`config.mk`:
```
export PLATFORM = sky130hd
export DESIGN_NAME = pred_decode
export DESIGN_NICKNAME = d
export VERILOG_FILES = /design/src/rtl/pred_decode_pkg.sv /design/src/rtl/pd_mode_lut.sv /design/src/rtl/pd_field_ext.sv /design/src/rtl/pd_cond_eval.sv /design/src/rtl/pred_decode.sv
export SDC_FILE = /design/constraint.sdc
export NUM_CORES = 1
export LEC_CHECK = 0
export BUFFER_PORTS_ARGS = -buffer_cell sky130_fd_sc_hd__buf_2
export CORE_ASPECT_RATIO = 1.2
export CORE_MARGIN = 2
export CORE_UTILIZATION = 35
export DETAILED_ROUTE_END_ITERATION = 10
export GPL_TIMING_DRIVEN = 0
export HOLD_SLACK_MARGIN = 0.02
export RECOVER_POWER = 50
export SLEW_MARGIN = 20
export SYNTH_ARGS = -nofsm -noshare
export SYNTH_HDL_FRONTEND = slang
export SYNTH_SLANG_ARGS = --single-unit
```
`constraint.sdc`:
```
create_clock -name clk_i -period 1.7 [get_ports clk_i]
set_clock_uncertainty 0.1 [all_clocks]
set_input_delay 0.34 -clock clk_i [delete_from_list [all_inputs] [get_ports clk_i]]
set_output_delay 0.34 -clock clk_i [all_outputs]
set_load 0.03 [all_outputs]
```
`src/rtl/pred_decode_pkg.sv`:
```
package pred_decode_pkg;

  localparam int unsigned ILEN      = 32;
  localparam int unsigned XLEN      = 32;
  localparam int unsigned OPC_W     = 6;
  localparam int unsigned COND_W    = 4;
  localparam int unsigned REG_W     = 5;
  localparam int unsigned OPND_W    = ILEN - OPC_W - COND_W;
  localparam int unsigned SHORT_W   = 12;
  localparam int unsigned COND_LSB  = ILEN - COND_W;
  localparam int unsigned OPC_LSB   = OPND_W;
  localparam int unsigned RD_LSB    = OPND_W - REG_W;
  localparam int unsigned RS1_LSB   = RD_LSB - REG_W;
  localparam int unsigned RS2_LSB   = RS1_LSB - REG_W;

  localparam int unsigned OPC_ALU_LAST   = 16;
  localparam int unsigned OPC_PARITY_SW  = 10;
  localparam int unsigned OPC_LOAD_LAST  = 22;
  localparam int unsigned OPC_MEM_LAST   = 28;
  localparam int unsigned OPC_BRANCH     = 29;
  localparam int unsigned OPC_JMP_REG    = 30;
  localparam int unsigned OPC_JMP_IMM    = 31;
  localparam int unsigned OPC_TRAP       = 32;

  typedef enum logic [2:0] {
    MODE_RRR  = 3'd0,
    MODE_RRI  = 3'd1,
    MODE_BOFF = 3'd2,
    MODE_BIDX = 3'd3,
    MODE_IMM  = 3'd4,
    MODE_NONE = 3'd7
  } mode_e;

  typedef enum logic [2:0] {
    CLS_ALU    = 3'd0,
    CLS_LOAD   = 3'd1,
    CLS_STORE  = 3'd2,
    CLS_BRANCH = 3'd3,
    CLS_JUMP   = 3'd4,
    CLS_TRAP   = 3'd5,
    CLS_NONE   = 3'd7
  } cls_e;

  typedef struct packed {
    logic              valid;
    logic              exec;
    logic              illegal;
    logic              dest_wr;
    mode_e             mode;
    cls_e              cls;
    logic [OPC_W-1:0]  opcode;
    logic [REG_W-1:0]  rd;
    logic [REG_W-1:0]  rs1;
    logic [REG_W-1:0]  rs2;
    logic [XLEN-1:0]   imm;
  } bundle_t;

endpackage

```
`src/rtl/pd_mode_lut.sv`:
```
module pd_mode_lut
  import pred_decode_pkg::*;
(
  input  logic [OPC_W-1:0] opcode_i,
  output mode_e            mode_o,
  output cls_e             cls_o,
  output logic             illegal_o,
  output logic             rd_used_o,
  output logic             rs1_used_o,
  output logic             rs2_used_o
);

  logic [7:0] opc;
  assign opc = 8'(opcode_i);

  always_comb begin
    mode_o    = MODE_NONE;
    cls_o     = CLS_NONE;
    illegal_o = 1'b0;
    if (opc <= 8'(OPC_ALU_LAST)) begin
      cls_o = CLS_ALU;
      // parity meaning flips after the single-layout opcode
      if (opc < 8'(OPC_PARITY_SW))       mode_o = opc[0] ? MODE_RRI : MODE_RRR;
      else if (opc == 8'(OPC_PARITY_SW)) mode_o = MODE_RRR;
      else                               mode_o = opc[0] ? MODE_RRR : MODE_RRI;
    end else if (opc <= 8'(OPC_MEM_LAST)) begin
      cls_o  = (opc <= 8'(OPC_LOAD_LAST)) ? CLS_LOAD : CLS_STORE;
      mode_o = opc[0] ? MODE_BOFF : MODE_BIDX;
    end else if (opc == 8'(OPC_BRANCH)) begin
      cls_o  = CLS_BRANCH;
      mode_o = MODE_IMM;
    end else if (opc == 8'(OPC_JMP_REG)) begin
      cls_o  = CLS_JUMP;
      mode_o = MODE_RRR;
    end else if (opc == 8'(OPC_JMP_IMM)) begin
      cls_o  = CLS_JUMP;
      mode_o = MODE_IMM;
    end else if (opc == 8'(OPC_TRAP)) begin
      cls_o  = CLS_TRAP;
      mode_o = MODE_IMM;
    end else begin
      illegal_o = 1'b1;
    end
  end

  logic reg_layout;
  assign reg_layout = (mode_o == MODE_RRR) || (mode_o == MODE_RRI) ||
                      (mode_o == MODE_BOFF) || (mode_o == MODE_BIDX);

  assign rs1_used_o = reg_layout;
  assign rd_used_o  = reg_layout && (opc != 8'(OPC_JMP_REG));
  assign rs2_used_o = ((mode_o == MODE_RRR) || (mode_o == MODE_BIDX)) &&
                      (opc != 8'(OPC_PARITY_SW)) && (opc != 8'(OPC_JMP_REG));

endmodule

```
`src/rtl/pd_field_ext.sv`:
```
module pd_field_ext
  import pred_decode_pkg::*;
#(
  parameter int unsigned XW = XLEN,
  parameter int unsigned OW = OPND_W,
  parameter int unsigned SW = SHORT_W
) (
  input  logic [OW-1:0]    opnd_i,
  input  mode_e            mode_i,
  input  logic             rd_used_i,
  input  logic             rs1_used_i,
  input  logic             rs2_used_i,
  output logic [REG_W-1:0] rd_o,
  output logic [REG_W-1:0] rs1_o,
  output logic [REG_W-1:0] rs2_o,
  output logic [XW-1:0]    imm_o
);

  localparam int unsigned RD_L  = OW - REG_W;
  localparam int unsigned RS1_L = RD_L - REG_W;
  localparam int unsigned RS2_L = RS1_L - REG_W;

  logic [XW-1:0] short_sx, short_zx, long_sx;

  generate
    if (XW > SW) begin : g_short
      assign short_sx = {{(XW-SW){opnd_i[SW-1]}}, opnd_i[SW-1:0]};
      assign short_zx = {{(XW-SW){1'b0}}, opnd_i[SW-1:0]};
    end else begin : g_short_trunc
      assign short_sx = opnd_i[XW-1:0];
      assign short_zx = opnd_i[XW-1:0];
    end
    if (XW > OW) begin : g_long
      assign long_sx = {{(XW-OW){opnd_i[OW-1]}}, opnd_i};
    end else begin : g_long_trunc
      assign long_sx = opnd_i[XW-1:0];
    end
  endgenerate

  assign rd_o  = rd_used_i  ? opnd_i[RD_L  +: REG_W] : '0;
  assign rs1_o = rs1_used_i ? opnd_i[RS1_L +: REG_W] : '0;
  assign rs2_o = rs2_used_i ? opnd_i[RS2_L +: REG_W] : '0;

  always_comb begin
    unique case (mode_i)
      MODE_RRI:  imm_o = short_sx;
      MODE_BOFF: imm_o = short_zx;
      MODE_IMM:  imm_o = long_sx;
      default:   imm_o = '0;
    endcase
  end

endmodule

```
`src/rtl/pd_cond_eval.sv`:
```
module pd_cond_eval
  import pred_decode_pkg::*;
#(
  parameter int unsigned NF = COND_W
) (
  input  logic          clk_i,
  input  logic          rst_ni,
  input  logic          flag_we_i,
  input  logic [NF-1:0] flag_d_i,
  input  logic [NF-1:0] mask_i,
  output logic [NF-1:0] flags_o,
  output logic          pass_o
);

  logic [NF-1:0] flags_q;

  always_ff @(posedge clk_i or negedge rst_ni) begin
    if (!rst_ni)        flags_q <= '0;
    else if (flag_we_i) flags_q <= flag_d_i;
  end

  // every selected flag must be set; empty mask passes
  assign pass_o  = ~|(mask_i & ~flags_q);
  assign flags_o = flags_q;

endmodule

```
`src/rtl/pred_decode.sv`:
```
module pred_decode
  import pred_decode_pkg::*;
(
  input  logic              clk_i,
  input  logic              rst_ni,
  input  logic              in_valid_i,
  input  logic [ILEN-1:0]   instr_i,
  input  logic              flag_we_i,
  input  logic [COND_W-1:0] flag_d_i,
  output logic [COND_W-1:0] flags_o,
  output logic              out_valid_o,
  output logic              exec_o,
  output logic              illegal_o,
  output logic              dest_wr_o,
  output logic [2:0]        mode_o,
  output logic [2:0]        class_o,
  output logic [OPC_W-1:0]  opcode_o,
  output logic [REG_W-1:0]  rd_o,
  output logic [REG_W-1:0]  rs1_o,
  output logic [REG_W-1:0]  rs2_o,
  output logic [XLEN-1:0]   imm_o
);

  logic [COND_W-1:0] mask;
  logic [OPC_W-1:0]  opc;
  logic [OPND_W-1:0] opnd;

  assign mask = instr_i[COND_LSB +: COND_W];
  assign opc  = instr_i[OPC_LSB  +: OPC_W];
  assign opnd = instr_i[OPND_W-1:0];

  mode_e            dec_mode;
  cls_e             dec_cls;
  logic             dec_ill, rd_used, rs1_used, rs2_used, pass;
  logic [REG_W-1:0] f_rd, f_rs1, f_rs2;
  logic [XLEN-1:0]  f_imm;

  pd_mode_lut u_lut (
    .opcode_i   (opc),
    .mode_o     (dec_mode),
    .cls_o      (dec_cls),
    .illegal_o  (dec_ill),
    .rd_used_o  (rd_used),
    .rs1_used_o (rs1_used),
    .rs2_used_o (rs2_used)
  );

  pd_field_ext #(.XW(XLEN), .OW(OPND_W), .SW(SHORT_W)) u_ext (
    .opnd_i     (opnd),
    .mode_i     (dec_mode),
    .rd_used_i  (rd_used),
    .rs1_used_i (rs1_used),
    .rs2_used_i (rs2_used),
    .rd_o       (f_rd),
    .rs1_o      (f_rs1),
    .rs2_o      (f_rs2),
    .imm_o      (f_imm)
  );

  pd_cond_eval #(.NF(COND_W)) u_cond (
    .clk_i     (clk_i),
    .rst_ni    (rst_ni),
    .flag_we_i (flag_we_i),
    .flag_d_i  (flag_d_i),
    .mask_i    (mask),
    .flags_o   (flags_o),
    .pass_o    (pass)
  );

  bundle_t d, q;
  logic    run;

  assign run = pass && !dec_ill;

  always_comb begin
    d.valid   = 1'b1;
    d.exec    = run;
    d.illegal = dec_ill;
    d.dest_wr = run && ((dec_cls == CLS_ALU) || (dec_cls == CLS_LOAD)) && (f_rd != '0);
    d.mode    = dec_mode;
    d.cls     = dec_cls;
    d.opcode  = opc;
    d.rd      = f_rd;
    d.rs1     = f_rs1;
    d.rs2     = f_rs2;
    d.imm     = f_imm;
  end

  // idle cycles only kill the qualifiers; payload flops keep their value
  always_ff @(posedge clk_i or negedge rst_ni) begin
    if (!rst_ni) begin
      q <= '0;
    end else if (in_valid_i) begin
      q <= d;
    end else begin
      q.valid   <= 1'b0;
      q.exec    <= 1'b0;
      q.dest_wr <= 1'b0;
    end
  end

  assign out_valid_o = q.valid;
  assign exec_o      = q.exec;
  assign illegal_o   = q.illegal;
  assign dest_wr_o   = q.dest_wr;
  assign mode_o      = q.mode;
  assign class_o     = q.cls;
  assign opcode_o    = q.opcode;
  assign rd_o        = q.rd;
  assign rs1_o       = q.rs1;
  assign rs2_o       = q.rs2;
  assign imm_o       = q.imm;

endmodule

```
==> run_results.csv <==
group,metric,value,unit
setup_path,worst-setup-path-type,"in -> reg",
setup_path,critPathLaunch,"instr_i[24]",
hold_path,whs_path_depth,1,
cells_and_area,final_cell_count_no_fill,449,
setup_path,crit_fanout,10,
timing,hold_viol_final,0,
timing,finalCriticalPeriod,1610,ps
setup_path,critPathCaptureType,"register",
drt,routed_via_density,5.12,
drt,wl_per_cell,15.9,um
setup_path,critPathMaxStageDelay,530,ps
drt,drc_errors,0,
floorplan,die_height,100,um
clock_tree,clock_latency,330,ps
clock_tree,clockBufferDepth,2,
run,drv_cap,0,
global_routing,antenna_found_initial,0,
cells_and_area,fin_nets,392,
synthesis,synth_warnings,0,
drt,drt-pass1-iter-count,5,
cells_and_area,most-common-layout-cells,"buf_2, dfrtp_1, clkbuf_1",
global_routing,grt_max_degree,58,
drt,vias,2298,
drt,drtIter0Drc,123,
global_routing,grt_pass1_vias,2241,
timing,fin_hold_ws,97.1,ps
cells_and_area,multiInputGateArea,1100,um^2
hold_path,hold_path_end,"out_valid_o$_DFF_PN0_",
power_and_ir_drop,power_density,1020,nW/um^2
placement,dpl.hpwl,5.09,mm
global_routing,grt_pass1_wl,11.6,mm
setup_path,r2r_end,"dest_wr_o$_DFF_PN0_",
synthesis,syn_area,2690,um^2
setup_path,r2r_slack,140,ps
clock_tree,cts_made_buffers,9,
power_and_ir_drop,p_leak,1.69,nW
setup_path,r2r-start,"u_cond.flags_o[1]$_DFFE_PN0P_",
synthesis,ys_async_sr_fraction,100,%
timing,finalCritPeriodShare,94.7,%
synthesis,ys_types,48,
status,outcome,"complete, no violations",
setup_path,cp.arrival,1770,ps
setup_path,cp-start-kind,"input pin",
placement,dpl.cell_count,432,
placement,place_area,3340,um^2
floorplan,die-area,8400,um^2
hold_path,hold_start,"in_valid_i",
setup_path,reg2regPathDepth,4,
setup_path,crit_family,"simple AND/OR/NAND/NOR gates",
synthesis,synth_seq_cells,57,
placement,io_buffers,105,
synthesis,synth_seq_area_share,53.1,%
cells_and_area,syn2layout_area_growth,31.6,%
clock_tree,cts_tree,"done",
floorplan,ios,107,
timing,rsz0062_at_grt,"no",
timing,maxSlewHeadroom,45.2,%
setup_path,crit_chain,"buf_2 -> or4b_4 -> a211oi_4 -> nor3_2 -> buf_6 -> o2bb2ai_2",
cells_and_area,num-fill-cells,750,
clock_tree,clock-root-buffer,"clkbuf_8",
floorplan,rows,35,
cells_and_area,seqCellArea,1430,um^2
timing,setup_violations,0,
synthesis,synth_top_flop_cell,"dfrtp_1",
placement,gp_congestion,0.817,
synthesis,synth-edff-count,0,
clock_tree,path_clk_slew,60,ps
cells_and_area,final_layout_size_suffix_gt1_share,40.6,%
cells_and_area,final_common_cell,"buf_2",
power_and_ir_drop,vdd_drop_max,0.369,mV
timing,tightest_slew,822,ps
global_routing,overflow,0,
cells_and_area,final_area,3540,um^2
timing,fmax,621,MHz
floorplan,fp.dieW,84.0,um
floorplan,coreArea,7580,um^2
setup_path,cp_slowest_cell,"or4b_4",
cells_and_area,num_antenna_cells,0,
timing,drv_slew,0,
floorplan,start_util,35.5,%
global_routing,grt.total_usage,17.7,%
synthesis,synthesis.nets,275,
hold_path,hold_class,"in -> reg",
setup_path,critPathBufInv,2,
clock_tree,cts_htree_levels,3,
synthesis,avgSynthCellArea,11.4,um^2
clock_tree,cts.sink_count,57,
drt,wl,7.13,mm
drt,drtAntennaViolNets,0,
setup_path,crit_required,1860,ps
synthesis,synth_cells,235,
## worst max-delay path by stage
stage | endpoint | cells past startpoint
2_1_floorplan | imm_o[5]$_DFFE_PN0P_ | 6
3_3_place_gp | imm_o[30]$_DFFE_PN0P_ | 5
4_1_cts | rs2_o[2]$_DFFE_PN0P_ | 6
6_report | imm_o[10]$_DFFE_PN0P_ | 6
5_1_grt | dest_wr_o$_DFF_PN0_ | 4
3_5_place_dp | imm_o[17]$_DFFE_PN0P_ | 5
## timing repair
action | in CTS | in global routing
setup buffers | 0 | 0
hold endpoints to repair | 57 | 0
cloned | 0 | 0
gates resized for setup | 2 | 2
hold buffers | 1 | 0
endpoints found under the setup margin | 11 | 11
## per-layer routing
metal  GRT usage (%)  part of all wire (%)  up-vias
li1                -                     -     1094
met3            5.92                   7.7       12
met5               0                     0        -
met4            6.33                   1.3        0
met2            27.2                    46      103
met1            23.6                    45     1089
## state kept, by name, summed over array words and instances (netlist names)
signal          cells
class_o             3
mode_o              3
exec_o              1
rs1_o               5
rs2_o               5
u_cond.flags_o      4
illegal_o           1
dest_wr_o           1
imm_o              22
rd_o                5
opcode_o            6
out_valid_o         1
## cell type report
class	count	area share, %
sequential	57	40.4
clock buffer	13	4.21
buffer	26	4.42
tap	92	3.25
multi-input combinational	142	31.1
inverter	10	1.06
clock inverter	3	1.13
timing repair buffer	106	14.4
## per-stage QoR
step                      TNS (ps)  utilization (%)  total power, mW  setup WS [ps]
after floorplan               -150                -             2.11          -17.5
after global placement       -7720             44.0             2.39           -375
after detailed placement     -7840             44.1             2.40           -385
after CTS                        0             46.8             3.65           14.7
after global routing             0             46.7             3.80          0.621
final                            0             46.7             3.60           89.4
## synthesized netlist by cell type, drive strengths merged, types with 2 or more instances
cell type   n  area, um^2
a211oi      2        27.5
a21o        4        30.0
a21oi      16        80.1
a22o       10        87.6
a31oi       3        18.8
buf        18         126
clkbuf      8        30.0
dfrtp      57        1430
inv        10        37.5
mux2       10         113
nand2      16        60.1
nand3       4        20.0
nor2       15        56.3
nor2b       2        12.5
nor3        2        15.0
o2111ai     2        23.8
o211ai      2        15.0
o21ai       5        25.0
o22ai      10        62.6
o2bb2ai    17         224
o31ai       2        20.0
or2         2        12.5
or4         3        26.3
## worst register-to-register path, cell delays in order (launching register included)
cell	delay (ps)
dfrtp_1	360
inv_1	50
a222oi_1	380
nand3_1	220
nor4_1	350
## power breakdown
group | total [mW] | leakage (nW) | internal (mW) | switching [mW]
clock network | 1.23 | 0.0974 | 0.713 | 0.515
registers | 1.54 | 0.718 | 1.47 | 0.0701
logic | 0.829 | 0.875 | 0.271 | 0.559
total | 3.60 | 1.69 | 2.45 | 1.14
## logic make-up (layout without fill, tap and decap cells)
family | Yosys count | in the layout | synth area share, %
buffers and inverters | 36 | 158 | 7.22
and+or+nand+nor | 52 | 52 | 9.92
AOI/OAI and AO/OA | 79 | 79 | 25.2
DFF | 57 | 57 | 53.1
muxes | 10 | 10 | 4.19
adders and majority gates | 1 | 1 | 0.372
(Power assumes the default switching activity.)
